`src/rtl/tfifo_pkg.sv`:
```
package tfifo_pkg;

    localparam int CFG_W      = 16;
    localparam int THR_FIELD  = 5;
    localparam int RX_EN_BIT  = 15;
    localparam int RX_THR_LSB = 8;
    localparam int TX_EN_BIT  = 7;
    localparam int TX_THR_LSB = 0;

    typedef struct packed {
        logic                 rx_en;
        logic [THR_FIELD-1:0] rx_thr_m1;
        logic                 tx_en;
        logic [THR_FIELD-1:0] tx_thr_m1;
    } buf_cfg_t;

    localparam int DIR_RX = 0;
    localparam int DIR_TX = 1;
    localparam int N_DIR  = 2;

    function automatic buf_cfg_t cfg_unpack(input logic [CFG_W-1:0] w);
        buf_cfg_t c;
        c.rx_en     = w[RX_EN_BIT];
        c.rx_thr_m1 = w[RX_THR_LSB +: THR_FIELD];
        c.tx_en     = w[TX_EN_BIT];
        c.tx_thr_m1 = w[TX_THR_LSB +: THR_FIELD];
        return c;
    endfunction

    function automatic logic [CFG_W-1:0] cfg_pack(input buf_cfg_t c);
        logic [CFG_W-1:0] w;
        w = '0;
        w[RX_EN_BIT]                = c.rx_en;
        w[RX_THR_LSB +: THR_FIELD]  = c.rx_thr_m1;
        w[TX_EN_BIT]                = c.tx_en;
        w[TX_THR_LSB +: THR_FIELD]  = c.tx_thr_m1;
        return w;
    endfunction

endpackage

```
`src/rtl/tfifo_cfg.sv`:
```
module tfifo_cfg
    import tfifo_pkg::*;
#(
    parameter int DEPTH = 32,
    localparam int LW   = $clog2(DEPTH + 1)
) (
    input  logic             clk,
    input  logic             rst_n,
    input  logic             we,
    input  logic [CFG_W-1:0] wdata,
    output logic [CFG_W-1:0] rdata,
    output logic             rx_en,
    output logic             tx_en,
    output logic [LW-1:0]    rx_thr,
    output logic [LW-1:0]    tx_thr
);

    buf_cfg_t cfg_d, cfg_q;

    always_comb begin
        cfg_d = cfg_q;
        if (we) begin
            cfg_d = cfg_unpack(wdata);
        end
    end

    always_ff @(posedge clk) begin
        if (!rst_n) begin
            cfg_q <= '0;
        end else begin
            cfg_q <= cfg_d;
        end
    end

    // field + 1, capped at the depth of the buffer
    function automatic logic [LW-1:0] eff_thr(input logic [THR_FIELD-1:0] f);
        int unsigned t;
        t = int'(f) + 1;
        if (t > DEPTH) t = DEPTH;
        return LW'(t);
    endfunction

    assign rdata  = cfg_pack(cfg_q);
    assign rx_en  = cfg_q.rx_en;
    assign tx_en  = cfg_q.tx_en;
    assign rx_thr = eff_thr(cfg_q.rx_thr_m1);
    assign tx_thr = eff_thr(cfg_q.tx_thr_m1);

endmodule

```
`src/rtl/tfifo_store.sv`:
```
module tfifo_store #(
    parameter int DEPTH = 32,
    parameter int WIDTH = 16,
    localparam int AW   = $clog2(DEPTH),
    localparam int LW   = $clog2(DEPTH + 1)
) (
    input  logic             clk,
    input  logic             rst_n,
    input  logic             push_req,
    input  logic [WIDTH-1:0] push_data,
    input  logic             pop_req,
    output logic [WIDTH-1:0] head,
    output logic [LW-1:0]    level,
    output logic             full,
    output logic             empty,
    output logic             push_ok,
    output logic             pop_ok
);

    typedef struct packed {
        logic [AW-1:0] wr;
        logic [AW-1:0] rd;
        logic [LW-1:0] cnt;
    } ptr_t;

    ptr_t st_d, st_q;
    logic [WIDTH-1:0] mem [DEPTH];

    assign full    = (st_q.cnt == LW'(DEPTH));
    assign empty   = (st_q.cnt == '0);
    assign push_ok = push_req && !full;
    assign pop_ok  = pop_req && !empty;

    always_comb begin
        st_d = st_q;
        if (push_ok) begin
            st_d.wr = st_q.wr + 1'b1;
        end
        if (pop_ok) begin
            st_d.rd = st_q.rd + 1'b1;
        end
        if (push_ok && !pop_ok) begin
            st_d.cnt = st_q.cnt + 1'b1;
        end else if (pop_ok && !push_ok) begin
            st_d.cnt = st_q.cnt - 1'b1;
        end
    end

    always_ff @(posedge clk) begin
        if (!rst_n) begin
            st_q <= '0;
        end else begin
            st_q <= st_d;
        end
    end

    always_ff @(posedge clk) begin
        if (push_ok) begin
            mem[st_q.wr] <= push_data;
        end
    end

    assign head  = mem[st_q.rd];
    assign level = st_q.cnt;

endmodule

```
`src/rtl/tfifo_req.sv`:
```
module tfifo_req #(
    parameter int DEPTH = 32,
    localparam int LW   = $clog2(DEPTH + 1)
) (
    input  logic          clk,
    input  logic          rst_n,
    input  logic          restart,
    input  logic          en,
    input  logic [LW-1:0] thr,
    input  logic          ready,
    input  logic          moved,
    output logic          req
);

    typedef struct packed {
        logic          req;
        logic [LW-1:0] cnt;
    } frame_t;

    frame_t fr_d, fr_q;

    always_comb begin
        fr_d = fr_q;
        if (restart || !en) begin
            fr_d = '0;
        end else if (fr_q.req) begin
            if (moved) begin
                if (fr_q.cnt + 1'b1 == thr) begin
                    fr_d = '0;
                end else begin
                    fr_d.cnt = fr_q.cnt + 1'b1;
                end
            end
        end else if (ready) begin
            fr_d.req = 1'b1;
            fr_d.cnt = '0;
        end
    end

    always_ff @(posedge clk) begin
        if (!rst_n) begin
            fr_q <= '0;
        end else begin
            fr_q <= fr_d;
        end
    end

    assign req = fr_q.req;

endmodule

```
`src/rtl/tfifo_dma.sv`:
```
module tfifo_dma
    import tfifo_pkg::*;
#(
    parameter int DEPTH = 32,
    parameter int WIDTH = 16,
    localparam int LW   = $clog2(DEPTH + 1)
) (
    input  logic             clk,
    input  logic             rst_n,
    input  logic             cfg_we,
    input  logic [15:0]      cfg_wdata,
    output logic [15:0]      cfg_rdata,
    input  logic             host_wr,
    input  logic [WIDTH-1:0] host_wdata,
    input  logic             host_rd,
    output logic [WIDTH-1:0] host_rdata,
    input  logic             card_push,
    input  logic [WIDTH-1:0] card_wdata,
    input  logic             card_pop,
    output logic [WIDTH-1:0] card_rdata,
    output logic [LW-1:0]    level,
    output logic             full,
    output logic             empty,
    output logic             evt_almost_full,
    output logic             evt_almost_empty,
    output logic             dma_rx_req,
    output logic             dma_tx_req
);

    logic          rx_en, tx_en;
    logic [LW-1:0] rx_thr, tx_thr;
    logic [LW-1:0] space;
    logic [WIDTH-1:0] head;
    logic          push_ok, pop_ok;

    logic          dir_en    [N_DIR];
    logic [LW-1:0] dir_thr   [N_DIR];
    logic          dir_ready [N_DIR];
    logic          dir_moved [N_DIR];
    logic          dir_req   [N_DIR];

    tfifo_cfg #(.DEPTH(DEPTH)) u_cfg (
        .clk    (clk),
        .rst_n  (rst_n),
        .we     (cfg_we),
        .wdata  (cfg_wdata),
        .rdata  (cfg_rdata),
        .rx_en  (rx_en),
        .tx_en  (tx_en),
        .rx_thr (rx_thr),
        .tx_thr (tx_thr)
    );

    tfifo_store #(.DEPTH(DEPTH), .WIDTH(WIDTH)) u_store (
        .clk       (clk),
        .rst_n     (rst_n),
        .push_req  (host_wr || card_push),
        .push_data (card_push ? card_wdata : host_wdata),
        .pop_req   (host_rd || card_pop),
        .head      (head),
        .level     (level),
        .full      (full),
        .empty     (empty),
        .push_ok   (push_ok),
        .pop_ok    (pop_ok)
    );

    assign space = LW'(DEPTH) - level;

    assign dir_en[DIR_RX]    = rx_en;
    assign dir_thr[DIR_RX]   = rx_thr;
    assign dir_ready[DIR_RX] = (level >= rx_thr);
    assign dir_moved[DIR_RX] = pop_ok && host_rd;

    assign dir_en[DIR_TX]    = tx_en;
    assign dir_thr[DIR_TX]   = tx_thr;
    assign dir_ready[DIR_TX] = (space >= tx_thr);
    assign dir_moved[DIR_TX] = push_ok && host_wr;

    for (genvar d = 0; d < N_DIR; d++) begin : g_dir
        tfifo_req #(.DEPTH(DEPTH)) u_req (
            .clk     (clk),
            .rst_n   (rst_n),
            .restart (cfg_we),
            .en      (dir_en[d]),
            .thr     (dir_thr[d]),
            .ready   (dir_ready[d]),
            .moved   (dir_moved[d]),
            .req     (dir_req[d])
        );
    end

    assign dma_rx_req       = dir_req[DIR_RX];
    assign dma_tx_req       = dir_req[DIR_TX];
    assign evt_almost_full  = !rx_en && dir_ready[DIR_RX];
    assign evt_almost_empty = !tx_en && dir_ready[DIR_TX];
    assign host_rdata       = head;
    assign card_rdata       = head;

endmodule

```
`config.mk`:
```
export PLATFORM = sky130hd
export DESIGN_NAME = tfifo_dma
export DESIGN_NICKNAME = d
export VERILOG_FILES = /design/src/rtl/tfifo_pkg.sv /design/src/rtl/tfifo_cfg.sv /design/src/rtl/tfifo_store.sv /design/src/rtl/tfifo_req.sv /design/src/rtl/tfifo_dma.sv
export SDC_FILE = /design/constraint.sdc
export NUM_CORES = 1
export LEC_CHECK = 0
export CORE_ASPECT_RATIO = 1.25
export CORE_UTILIZATION = 57
export CTS_BUF_LIST = sky130_fd_sc_hd__clkbuf_4
export DETAILED_ROUTE_END_ITERATION = 8
export HOLD_SLACK_MARGIN = 0.02
export PLACE_DENSITY = 0.82
export RECOVER_POWER = 25
export SYNTH_ARGS = -nofsm -noshare
export SYNTH_HDL_FRONTEND = slang
export SYNTH_SLANG_ARGS = --single-unit
```
`constraint.sdc`:
```
create_clock -name clk -period 4.74 [get_ports clk]
set_input_delay 0.948 -clock clk [delete_from_list [all_inputs] [get_ports clk]]
set_output_delay 0.948 -clock clk [all_outputs]
set_load 0.02 [all_outputs]
```
## Yosys cells after proc, flatten, opt, wreduce, memory -nomap -nowiden

Memory sizes are Yosys's and may differ from the RTL's. A register that Yosys moved wholly into a read port is not among the register bits.
Cells that the tools add are included.

- Add/subtract/negate cells: 9
- Multiply operators: 0
- Div/mod/pow operators: 0
- Magnitude comparators: 4
- Equal/unequal tests: 5
- Shift operators: 0
- Mux-type cells: 19
- Bitwise gates (word level): 1
- Reductions and logical operators: 26

Operators with widths:

| operator | number |
|---|---|
| 32-bit by 6-bit > comparator with 1-bit output (second input constant) | 2 |
| 7-bit two-way mux | 6 |
| 6-bit two-way mux | 6 |
| 6-bit by 1-bit adder with 6-bit output (second input constant) | 3 |
| 16-bit two-way mux | 1 |
| 5-bit by 1-bit adder with 6-bit output (second input constant) | 2 |
| 6-bit equality test | 2 |
| 6-bit >= comparator | 2 |
| 5-bit by 1-bit adder with 5-bit output (second input constant) | 2 |
| 5-bit two-way mux | 2 |
| 1-bit logical AND | 8 |
| 6-bit equality test (second input constant) | 1 |
| 1-bit zero test | 6 |
| 6-bit zero test | 1 |
| 2-bit nonzero test | 3 |
| 6-bit by 1-bit subtractor with 6-bit output (second input constant) | 1 |
| 6-bit subtractor (first input constant) | 1 |
| 1-bit logical OR | 4 |
| 1-bit two-way mux | 4 |
| 2-bit by 1-bit inequality test with 1-bit output (second input constant) | 2 |
| 2-bit AND reduction | 2 |
| 2-bit OR reduction | 2 |
| 1-bit inverter | 1 |

- Register bits after elaboration: 42
- Latch bits: 0
- Memory bits (writable): 512
- Bits in read-only memories: 0
- Input bits: 55
- Output and inout bits: 60
- Word-level logic and storage cells: 76
- Memories: 1

Memory list:

| memory | words | width | rd ports | clocked after memory_dff | wr ports | RTL line | RTL |
|---|---|---|---|---|---|---|---|
| u_store.mem | 32 | 16 | 1 | 1 | 1 | tfifo_store.sv:27 | `logic [WIDTH-1:0] mem [DEPTH];` |

## Depth between registers and ports, before layout

- Depth in word-level cells: 7
- Depth in mapped cells: 17
- Mapped depth without buffers: 17

## Modules after synthesis

A second synthesis with hierarchy kept.

- Cells, all modules: 1363
- Area, all modules: 23186.0 µm²

Modules (own cells, without submodules):

| module | instances | cells an instance | area an instance (µm²) | sequential area each (µm²) |
|---|---|---|---|---|
| tfifo_store | 1 | 1082 | 20723.6 | 15795.1 |
| tfifo_req | 2 | 58 | 494.2 | 140.1 |
| tfifo_dma | 1 | 92 | 780.7 | 0.0 |
| tfifo_cfg | 1 | 73 | 693.2 | 240.2 |

## Worst setup path before layout

Ideal clock, no wire load.

- Kind: input-to-reg
- From: input port card_push
- To: register u_store.st_q (netlist bit u_store.level[5])
- Library setup time: 76 ps
- Data arrival time: 3225 ps
- Data required time: 4664 ps
- Slack: 1440 ps
- Cell stages on the path: 13
- Path buffers: 1
- Cell sequence: clkbuf_1 > nor2_1 > nor2_2 > ha_1 > inv_1 > ha_1 > a21o_1 > a21oi_1 > o21bai_1 > a21oi_1 > xnor2_1 > or3_1 > a21boi_0

- Cells in the longest elaborated chain, start to end: 5
- Elaborated cells between the ends (all ways): 7
- Those cells by class: mux: 1; reduce/logical: 6

RTL lines:

| element | RTL line | RTL |
|---|---|---|
| start, declared | tfifo_dma.sv:17 | `input logic card_push,` |
| 1-bit logical OR (*) | tfifo_dma.sv:57 | `.push_req (host_wr \|\| card_push),` |
| 1-bit logical AND (*) | tfifo_store.sv:31 | `assign push_ok = push_req && !full;` |
| net push_ok | tfifo_dma.sv:34 | `logic push_ok, pop_ok;` |
| 1-bit zero test | tfifo_store.sv:44 | `end else if (pop_ok && !push_ok) begin` |
| 1-bit logical AND | tfifo_store.sv:44 |  |
| 2-bit nonzero test (no line) | -- |  |
| end signal, assigned | tfifo_store.sv:53 | `st_q <= st_d;` |
| end, declared | tfifo_store.sv:26 | `ptr_t st_d, st_q;` |

Mark *: on every way through the listed nets, which the timed path passes. The rest lies on a longest branch.
A chain may end at the register's enable or synchronous reset.

==> impl_metrics.csv <==
group,metric,value,unit
global_route,grt_max_degree,45,
synthesis,synth_area,22880,µm²
synthesis,synth_area_leader_cell,"edfxtp_1",
synthesis,synthTopCellsByArea,"edfxtp_1, mux4_2, dfxtp_1, mux2_2, ha_1",
synthesis,synth_compound_area_share,1.985,%
route,drtAntennaViolNets,0,
clock_network,cts_setup_buffers,0,
synthesis,yosysWarningCount,0,
global_route,grt_pass1_vias,12660,
sta,slew_headroom,22.35,%
die,core-area,39320,µm²
global_route,antenna_found_initial,1,
placed_design,post-place-cells,1726,
placed_design,place_congestion,0.8289,
clock_network,clk_pin_slew,0.07,ns
worst_setup_path,end_kind,"primary output",
synthesis,synth_cells,1156,
sta,period_minus_slack,4.638,ns
synthesis,synth_adder_area_share,1.652,%
worst_setup_path,r2r_cells,17,
placed_design,dpl_cell_area,24570,µm²
worst_setup_path,cp_data_arrival_time,3.69,ns
cells_and_area,area_growth,15.53,%
clock_network,cts_tree,"built",
cells_and_area,stdcell_area,26430,µm²
clock_network,clk_latency,0.82,ns
synthesis,synth_cell_types,54,
synthesis,async_flop_share,0,%
synthesis,ys.flop_type,"edfxtp_1",
route,drt-vias-per-instance,6.022,
synthesis,ys_ff_latch,559,
sta,worstMarginPinSlew,1.165,ns
route,via_count,11860,
cells_and_area,drive_gt1_share,31.36,%
route,drc,0,
route,first_pass_iters,7,
sta,period_share,97.84,%
sta,setup_tns,0,ns
route,drt-total-wl,48190,µm
flow_run,cap_violations,0,
clock_network,cts-htree-levels,4,
cells_and_area,num-fill-cells,2491,
synthesis,yosysMostFrequentCell,"edfxtp_1",
hold_path,whs_path_depth,2,
clock_network,clock_path_buffers,3,
global_route,grt_pass1_wl,73450,µm
route,wl_per_cell,24.48,µm
clock_network,root_buffer,"clkbuf_4",
clock_network,cts_hold_buffers,0,
cells_and_area,fin_cells,1969,
placed_design,dp_hpwl,29250,µm
die,initial_core_util,58.17,%
sta,max_freq,215.6,MHz
die,die_w,181.2,µm
power,leakage,8.654,nW
placed_design,portBuffers,106,
sta,timing.hold.ws,0.4848,ns
die,io_pins,115,
sta,setup_viol,0,
synthesis,yosysTopAreaCellShare,67.21,%
synthesis,netlist_top_cells_count,"edfxtp_1, mux4_2, nor2_1, dfxtp_1, mux2_2",
die,die_y,226.0,µm
worst_setup_path,r2r_start,"u_store.level[0]$_SDFFE_PN0P_",
synthesis,synth_top_family_by_area,"multiplexers",
synthesis,synthSimpleGateAreaFrac,3.528,%
synthesis,muxShareOfSynthArea,17.99,%
clock_network,cts_buffers,133,
hold_path,min_path_type,"register to register",
cells_and_area,layout.nets,1446,
synthesis,synth_seq_area_share,71.32,%
hold_path,worst_hold_startpoint,"g_dir[1].u_req.fr_q[5]$_SDFFE_PP0P_",
sta,finalHoldViolCount,0,
status,status,"finished, final reports clean",
synthesis,synth_edf_count,512,
power,power.ir.vdd_worst,0.3254,mV
worst_setup_path,required,3.79,ns
sta,finClkSkew,0.04607,ns
global_route,grt-ovfl-total,0,
sta,slew_violations,0,
worst_setup_path,worstPathMaxFanout,36,
global_route,gr-usage-all-layers,24.51,%
die,rows,81,
synthesis,syn_area_per_cell,19.79,µm²
power,p_per_area,517.6,nW/µm²
worst_setup_path,start_kind,"register",
worst_setup_path,crit_type,"register to primary output",
clock_network,clock_sinks,559,
route,drt_iter0_drc,949,
synthesis,synth-xor-area-share,1.307,%
die,die_area,40940,µm²
-- power breakdown --
group / switching (mW) / total, mW / internal, mW
logic: 1.85 / 3.84 / 1.98
clock network: 1.82 / 4.07 / 2.26
registers: 0.177 / 5.77 / 5.59
-- sequential cells by signal, summed over array words and instances (netlist names), named ones only --
register / flops
u_store.mem: 512
g_dir.u_req.fr_q: 12
u_cfg.rdata: 10
u_store.st_q: 10
u_store.level: 6
g_dir.u_req.req: 2
u_cfg.rx_en: 1
u_cfg.tx_en: 1
-- layout make-up --
| class | instances | area, µm² | share of cell area (%) |
|---|---|---|---|
| diodes | 1 | 2.502 | 0.009469 |
| clock buffers | 206 | 1546 | 5.852 |
| clock inverters | 36 | 272.8 | 1.032 |
| inverters | 18 | 67.56 | 0.2557 |
| multi-input cells | 502 | 6102 | 23.09 |
| flip-flops and latches | 559 | 16330 | 61.79 |
| well taps | 498 | 623.1 | 2.358 |
| repair buffers | 149 | 1483 | 5.610 |
-- per-stage QoR --
| step | util [%] | setup slack (ns) | power (mW) |
|---|---|---|---|
| 3_5_place_dp | 62.48 | 0.8127 | 9.695 |
| 2_1_floorplan | - | 1.440 | 8.555 |
| 3_3_place_gp | 62.48 | 0.8357 | 9.593 |
| 6_report | 67.21 | 0.1022 | 13.68 |
| 5_1_grt | 67.21 | -0.006271 | 14.31 |
| 4_1_cts | 67.12 | 0.01409 | 13.79 |
-- worst max-delay path: stages, from the launching register on --
cell and delay, ns:
dfxtp_4 0.74, buf_12 0.29, mux4_2 0.38, mux4_2 0.57, mux2_2 0.33, clkdlybuf4s50_1 0.55
-- per-layer routing --
layer	part of all wire, %	wire length (µm)	track usage [%]
met2	55	26320	44.27
met1	37	17600	29.18
met4	2.3	1107	9.240
met3	6.6	3161	4.661
met5	0	0	0
-- kinds of logic after synthesis --
group | after synthesis
DFF | 559
muxes | 207
and+or+nand+nor | 163
buffers and inverters | 98
AOI/OAI and AO/OA | 67
xor gates and xnor gates | 31
adders and majority gates | 30
other | 1
-- path summary, 6_finish.rpt --
check	endpoint	slack (ns)
worst max-delay path	host_rdata[12]	0.10
worst min-delay path	g_dir[1].u_req.fr_q[5]$_SDFFE_PP0P_	0.48
worst max register to register	u_store.level[5]$_SDFFE_PN0P_	1.05
worst min register to register	g_dir[1].u_req.fr_q[5]$_SDFFE_PP0P_	0.48
-- what timing repair did --
action                     4_1_cts  5_1_grt
hold endpoints to repair         0        0
setup endpoints to repair        1        2
resized for setup                1       11
-- placed cells by master, fill, tap and decap left out, types with 6 or more instances in the layout --
cell type	count
a21o_1	7
a21oi_1	13
and2_1	13
buf_12	8
buf_4	34
clkbuf_4	206
clkdlybuf4s50_1	103
clkinv_1	23
dfxtp_1	39
dfxtp_2	6
edfxtp_1	512
ha_1	27
inv_1	18
mux2_1	12
mux2_2	21
mux2i_1	14
mux4_2	160
nand2_1	30
nand3_1	14
nor2_1	49
nor2b_1	20
o211ai_1	6
o21ai_0	11
or3_1	6
xnor2_1	19
xor2_1	10
Power figures use the tool's default switching activity.
